--- src/rtl/ishl_pkg.sv ---
package ishl_pkg;
  typedef enum logic {
    SEQ_IDLE = 1'b0,
    SEQ_RUN  = 1'b1
  } ishl_seq_e;
endpackage

--- src/rtl/ishl_seq.sv ---
module ishl_seq
  import ishl_pkg::*;
#(
  parameter int W     = 16,
  parameter int CNT_W = 6
) (
  input  logic             clk,
  input  logic             rst_n,
  input  logic             start,
  input  logic [CNT_W-1:0] count,
  output logic             busy,
  output logic             done,
  output logic             load,
  output logic             step
);
  localparam int RW      = $clog2(W + 1);
  localparam int MAX_CNT = (1 << CNT_W) - 1;

  ishl_seq_e       state_q;
  logic [RW-1:0]   rem_q;
  logic [RW-1:0]   steps;
  logic            done_q;

  // Clamp the request to W steps only when the count field can exceed W.
  generate
    if (MAX_CNT > W) begin : g_clamp
      always_comb begin
        if (int'(count) > W) steps = RW'(W);
        else                 steps = RW'(count);
      end
    end else begin : g_direct
      always_comb steps = RW'(count);
    end
  endgenerate

  assign busy = (state_q == SEQ_RUN);
  assign done = done_q;
  assign load = start && (state_q == SEQ_IDLE);
  assign step = (state_q == SEQ_RUN) && (rem_q != '0);

  always_ff @(posedge clk or negedge rst_n) begin
    if (!rst_n) begin
      state_q <= SEQ_IDLE;
      rem_q   <= '0;
      done_q  <= 1'b0;
    end else begin
      done_q <= 1'b0;
      case (state_q)
        SEQ_IDLE: begin
          if (start) begin
            state_q <= SEQ_RUN;
            rem_q   <= steps;
          end
        end
        SEQ_RUN: begin
          if (rem_q == '0) begin
            state_q <= SEQ_IDLE;
            done_q  <= 1'b1;
          end else begin
            rem_q <= rem_q - 1'b1;
          end
        end
        default: state_q <= SEQ_IDLE;
      endcase
    end
  end
endmodule

--- src/rtl/ishl_datapath.sv ---
module ishl_datapath #(
  parameter int W = 16
) (
  input  logic         clk,
  input  logic         rst_n,
  input  logic         load,
  input  logic         step,
  input  logic [W-1:0] operand,
  output logic [W-1:0] value,
  output logic         last_out,
  output logic         any_one,
  output logic         any_zero,
  output logic         first_sign
);
  logic [W-1:0] value_q;
  logic         last_q;
  logic         one_q;
  logic         zero_q;
  logic         sign_q;
  logic         msb;

  assign msb = value_q[W-1];

  always_ff @(posedge clk or negedge rst_n) begin
    if (!rst_n) begin
      value_q <= '0;
      last_q  <= 1'b0;
      one_q   <= 1'b0;
      zero_q  <= 1'b0;
      sign_q  <= 1'b0;
    end else if (load) begin
      value_q <= operand;
      sign_q  <= operand[W-1];
      last_q  <= 1'b0;
      one_q   <= 1'b0;
      zero_q  <= 1'b0;
    end else if (step) begin
      value_q <= {value_q[W-2:0], 1'b0};
      last_q  <= msb;
      one_q   <= one_q | msb;
      zero_q  <= zero_q | ~msb;
    end
  end

  assign value      = value_q;
  assign last_out   = last_q;
  assign any_one    = one_q;
  assign any_zero   = zero_q;
  assign first_sign = sign_q;
endmodule

--- src/rtl/ishl_flags.sv ---
module ishl_flags (
  input  logic top_bit,
  input  logic any_one,
  input  logic any_zero,
  input  logic first_sign,
  output logic ovf_exact,
  output logic ovf_sign
);
  // A shifted-out bit differs from the final top bit when the opposite value was seen.
  always_comb begin
    ovf_exact = top_bit ? any_zero : any_one;
    ovf_sign  = first_sign ^ top_bit;
  end
endmodule

--- src/rtl/iter_shl.sv ---
module iter_shl #(
  parameter int W     = 16,
  parameter int CNT_W = 6
) (
  input  logic             clk,
  input  logic             rst_n,
  input  logic             start,
  input  logic [W-1:0]     operand,
  input  logic [CNT_W-1:0] count,
  output logic             busy,
  output logic             done,
  output logic [W-1:0]     result,
  output logic             carry,
  output logic             ovf_exact,
  output logic             ovf_sign
);
  logic load;
  logic step;
  logic any_one;
  logic any_zero;
  logic first_sign;

  ishl_seq #(.W(W), .CNT_W(CNT_W)) u_seq (
    .clk   (clk),
    .rst_n (rst_n),
    .start (start),
    .count (count),
    .busy  (busy),
    .done  (done),
    .load  (load),
    .step  (step)
  );

  ishl_datapath #(.W(W)) u_dp (
    .clk        (clk),
    .rst_n      (rst_n),
    .load       (load),
    .step       (step),
    .operand    (operand),
    .value      (result),
    .last_out   (carry),
    .any_one    (any_one),
    .any_zero   (any_zero),
    .first_sign (first_sign)
  );

  ishl_flags u_flags (
    .top_bit    (result[W-1]),
    .any_one    (any_one),
    .any_zero   (any_zero),
    .first_sign (first_sign),
    .ovf_exact  (ovf_exact),
    .ovf_sign   (ovf_sign)
  );
endmodule

--- config.mk ---
export PLATFORM = sky130hd
export DESIGN_NAME = iter_shl
export DESIGN_NICKNAME = d
export VERILOG_FILES = /design/src/rtl/ishl_pkg.sv /design/src/rtl/ishl_seq.sv /design/src/rtl/ishl_datapath.sv /design/src/rtl/ishl_flags.sv /design/src/rtl/iter_shl.sv
export SDC_FILE = /design/constraint.sdc
export NUM_CORES = 1
export LEC_CHECK = 0
export CORE_MARGIN = 3
export CORE_UTILIZATION = 35
export CTS_CLUSTER_DIAMETER = 40
export CTS_CLUSTER_SIZE = 16
export DETAILED_ROUTE_END_ITERATION = 12
export MAX_ROUTING_LAYER = met4
export PLACE_DENSITY_LB_ADDON = 0.15
export REMOVE_ABC_BUFFERS = 1
export SETUP_SLACK_MARGIN = 0.5
export SLEW_MARGIN = 40
export SYNTH_ARGS = -nofsm -noshare
export SYNTH_HDL_FRONTEND = slang
export SYNTH_SLANG_ARGS = --single-unit
export TNS_END_PERCENT = 100
--- constraint.sdc ---
create_clock -name clk -period 4.7 [get_ports clk]
set_input_delay 1.41 -clock clk [delete_from_list [all_inputs] [get_ports clk]]
set_output_delay 1.41 -clock clk [all_outputs]
set_load 0.05 [all_outputs]
# --- Word level (Yosys, flattened, before mapping) ---
# Cells that the tools add are included.
totals:
  register_bits: 27
  output_inout_bits: 21
  inputBits: 25
  wordCells: 41
classes:
  eq_ne: 2
  magnitude_cmp: 1
  addsub: 1
  n_reduce_logical: 6
  bitwise: 5
  mux: 18
ops:
  columns: ["operator", "n"]
  rows:
  - ["$mux 16", 2]
  - ["$mux 5", 3]
  - ["$mux 1", 11]
  - ["$pmux 5 s2", 1]
  - ["$gt 6x5->1 const B", 1]
  - ["$logic_not 5->1", 1]
  - ["$reduce_bool 5->1", 1]
  - ["$sub 5x1->5 const B", 1]
  - ["$ne 2x2->1 const B", 2]
  - ["$logic_and 1x1->1", 2]
  - ["$not 1->1", 2]
  - ["$or 1x1->1", 2]
  - ["$pmux 1 s2", 1]
  - ["$reduce_and 2->1", 1]
  - ["$reduce_bool 2->1", 1]
  - ["$xor 1x1->1", 1]

# --- Longest topological paths before layout ---
logic_depth:
  word_depth: 4
  mapped_depth: 7
  ltp_nobuf: 5

# --- Cells and area by module ---
# From an unflattened synthesis, not the netlist that was laid out.
unflattened:
  cells_unflattened: 123
  area_unflattened_um2: 1297.5
by_module_without_submodules:
  columns: ["mod", "n_inst", "area_per_inst_um2", "cells_each"]
  rows:
  - ["ishl_datapath", 1, 895.9, 83]
  - ["ishl_seq", 1, 377.9, 38]
  - ["ishl_flags", 1, 23.8, 2]

# --- Worst setup path after synthesis ---
# OpenSTA, ideal clock, no wires.
synth_timing:
  kind: "input-to-reg"
  from: "input port start"
  to: "register u_dp.value_q[4] (netlist: u_dp.value[4])"
  arrival_ns: 2.517
  setup_time_ns: 0.125
  path_slack_ns: 2.058
  t_required_ns: 4.575
  path_buffers: 1
  stages: 4
  path_cell_list: "nor2b_1 > clkbuf_1 > mux2_2 > mux2_4"
synth_between:
  elab_chain_len: 2
  word_cells_on_any_way: 3
synth_rtl:
  columns: ["element", "line_no", "text"]
  rows:
  - ["from (decl)", "iter_shl.sv:7", "input logic start,"]
  - ["$logic_and 1x1->1 *", "ishl_seq.sv:38", "assign load = start && (state_q == SEQ_IDLE);"]
  - ["$mux 16 or $reduce_bool 2->1 (tied branches)", null, null]
  - ["to (signal assigned)", "ishl_datapath.sv:32", "value_q <= operand;"]
  - ["to (signal assigned)", "ishl_datapath.sv:38", "value_q <= {value_q[W-2:0], 1'b0};"]
  - ["to (decl)", "ishl_datapath.sv:15", "logic [W-1:0] value_q;"]
# Every way passes the cells marked *; elsewhere a longest branch is shown, timed or not.
# A chain may end at the register's enable or synchronous reset.

# --- Worst setup path after layout ---
layout_timing:
  from: "register u_seq.state_q (netlist: u_seq.busy)"
  to: "output port busy"
layout_lines:
  columns: ["element", "line_no", "text"]
  rows:
  - ["from (decl)", "ishl_seq.sv:19", "ishl_seq_e state_q;"]
  - ["from (signal assigned)", "ishl_seq.sv:43", "state_q <= SEQ_IDLE;"]
  - ["from (signal assigned)", "ishl_seq.sv:51", "state_q <= SEQ_RUN;"]
  - ["from (signal assigned)", "ishl_seq.sv:57", "state_q <= SEQ_IDLE;"]
  - ["to (decl)", "iter_shl.sv:10", "output logic busy,"]
# No word-level cell between the ends.

==> qor.yml <==
status: "finished, final reports clean"
slowest_stage: "clkdlybuf4s50_1"
first_pass_iters: 4
clk_pin_slew_ps: 90
die_w_um: 69.4
ys_warn_count: 0
grt_pass1_wl_um: 4640
area_delta_synth_final_pct: 37.1
die-area_um2: 4810
vias: 989
num_antenna_cells: 0
power_per_cell_area_nw_per_um2: 713
slew_violations: 0
ys_ff_latch: 27
numPortBuffers: 45
cp_max_fo: 15
crit_path_max_incr_delay_ps: 900
core_area_um2: 3770
globalRouteTotalUtil: 0.122
hp-start: "u_dp.any_zero$_DFFE_PN0P_"
start_util: 0.373
worst_pin_slew_ps: 531
peakVddDrop_mv: 0.324
io_pins: 46
critPathBufInv: 1
max_freq_ghz: 0.309
fin_skew_ps: 1.38
synth_edf_count: 0
leakage_uw: 0.000893
critPathKind: "flop to output port"
synth_area_um2: 1410
grt_pass1_vias: 1009
wl_um: 2750
grt_overflow: 0
critPathLaunchType: "flop"
cts_resized: 0
hp-class: "flop to flop"
fin_tns_setup_ps: 0
yosys.cell_types.count: 30
gp_congestion: 0.755
drive_gt1_frac: 0.266
fillers: 334
slew_headroom: 0.646
vias_per_cell: 4.90
cap_violations: 0
syn_inst: 110
ant_nets: 0
power_uw: 1380
hold_viol_final: 0
synthTopCellsByCount: "dfrtp_1, mux2_2, mux2_4, nor2_1, nand2_1"
syn_avg_cell_area_um2: 12.8
synth_top_area_cell: "dfrtp_1"
worstSkewPairLatency_ps: 270
synth_area_leaders: "dfrtp_1, mux2_4, mux2_2"
root_buffer: "clkbuf_8"
crit_path_end_kind: "output port"
cts.path.max_buffers: 2
synth-async-reset-ratio: 1.00
crit_chain: "clkdlybuf4s50_1"
cts_setup_buffers: 0
place_inst: 198
final_cells: 202
place_hpwl_um: 1990
grt_max_degree: 25
nets: 181
hold_buffers: 0
antenna_found_initial: 0
crit_start: "u_seq.busy$_DFF_PN0_"
ctsHtreeMaxLevel: 1
cp.required_ps: 3290
reg2reg_from: "u_seq.rem_q[0]$_DFFE_PN0P_"
synthFlopType: "dfrtp_1"
path_delay_family: "buffers and inverters"
tritoncts: "done"
synth_top_area_share: 0.480
avgRoutedWirePerCell_um: 13.6
fp-row-count: 22
rsz0062_at_grt: "no"
setup_violations: 0
reg2reg_slack_ps: 2500
worstPathArrival_ps: 1820
drc: 0
min_period_over_period: 0.688
die_h_um: 69.4
synth_most_common_cell: "dfrtp_1"
period_needed_ps: 3230
yosysSeqAreaShare: 0.480
numCtsBuffers: 3
drt_iter0_markers: 28
cts_sinks: 27
metal layers:
metal,up-vias,part of all wire,global-route usage
li1,476,-,-
met1,477,0.45,0.154
met2,34,0.48,0.192
met3,2,0.061,0.0377
met4,0,0.0069,0.0260
met5,-,0,-
per-stage QoR:
stage | setup slack, ps | instance area, um2 | hold slack [ps] | util
2_1_floorplan | 1580 | 1360 | 457 | -
3_3_place_gp | 1240 | 1890 | 487 | 0.500
3_5_place_dp | 1170 | 1880 | 489 | 0.499
4_1_cts | 1460 | 1930 | 512 | 0.511
5_1_grt | 1410 | 1930 | 563 | 0.511
6_report | 1470 | 1930 | 509 | 0.511
path summary, 6_finish.rpt:
path | end | cells after the start
worst min-delay path | u_dp.any_zero$_DFFE_PN0P_ | 2
max in group asynchronous | u_dp.value[5]$_DFFE_PN0P_ | 2
min in group asynchronous | u_dp.last_out$_DFFE_PN0P_ | 1
worst min register to register | u_dp.any_zero$_DFFE_PN0P_ | 2
worst max register to register | u_dp.value[2]$_DFFE_PN0P_ | 5
worst max-delay path | busy | 1
tightest hold or removal path: stages, from the launching register on:
cell and delay (ps):
dfrtp_1 350, a31oi_1 50, nor2_1 70
state kept, by name (all words and copies together), names as in the netlist:
name,flops
u_dp.value,16
u_seq.rem_q,5
u_dp.any_one,1
u_dp.any_zero,1
u_dp.first_sign,1
u_dp.last_out,1
u_seq.busy,1
u_seq.done,1
area by class of cell:
type,instances,area [um2],share of cell area
clock buffers,3,41.3,0.0214
clock inverters,1,5.00,0.00260
inverters,5,18.8,0.00973
multi-input cells,71,667,0.346
flip-flops and latches,27,676,0.350
well taps,48,60.1,0.0311
repair buffers,47,460,0.239
logic make-up after synthesis:
kind of cell,Yosys count,share of synthesized area
AOI/OAI and AO/OA,13,0.0765
adders and majority gates,1,0.00890
muxes,34,0.309
and+or+nand+nor,22,0.0721
DFF,27,0.480
xor gates and xnor gates,1,0.00623
buffers and inverters,12,0.0472
report_power, final:
part / leakage [uW] / switching, uW / internal, uW
clock: 0.0000255 / 71.0 / 59.4
sequential: 0.000338 / 89.7 / 325
combinational: 0.000529 / 439 / 391
total: 0.000893 / 600 / 776
cells in the final DEF, fill, tap and decap left out, types with 2 or more instances in the layout:
cell type,Yosys,final
buf_4,1,2
nor2_1,9,9
a31oi_1,2,2
mux2_4,15,15
nand2_1,7,7
mux2_2,15,15
mux2i_1,4,4
clkdlybuf4s50_1,0,44
inv_1,5,5
clkbuf_8,0,3
dfrtp_1,27,27
a32o_1,2,2
No activity file was read; power rests on OpenSTA's default activity.
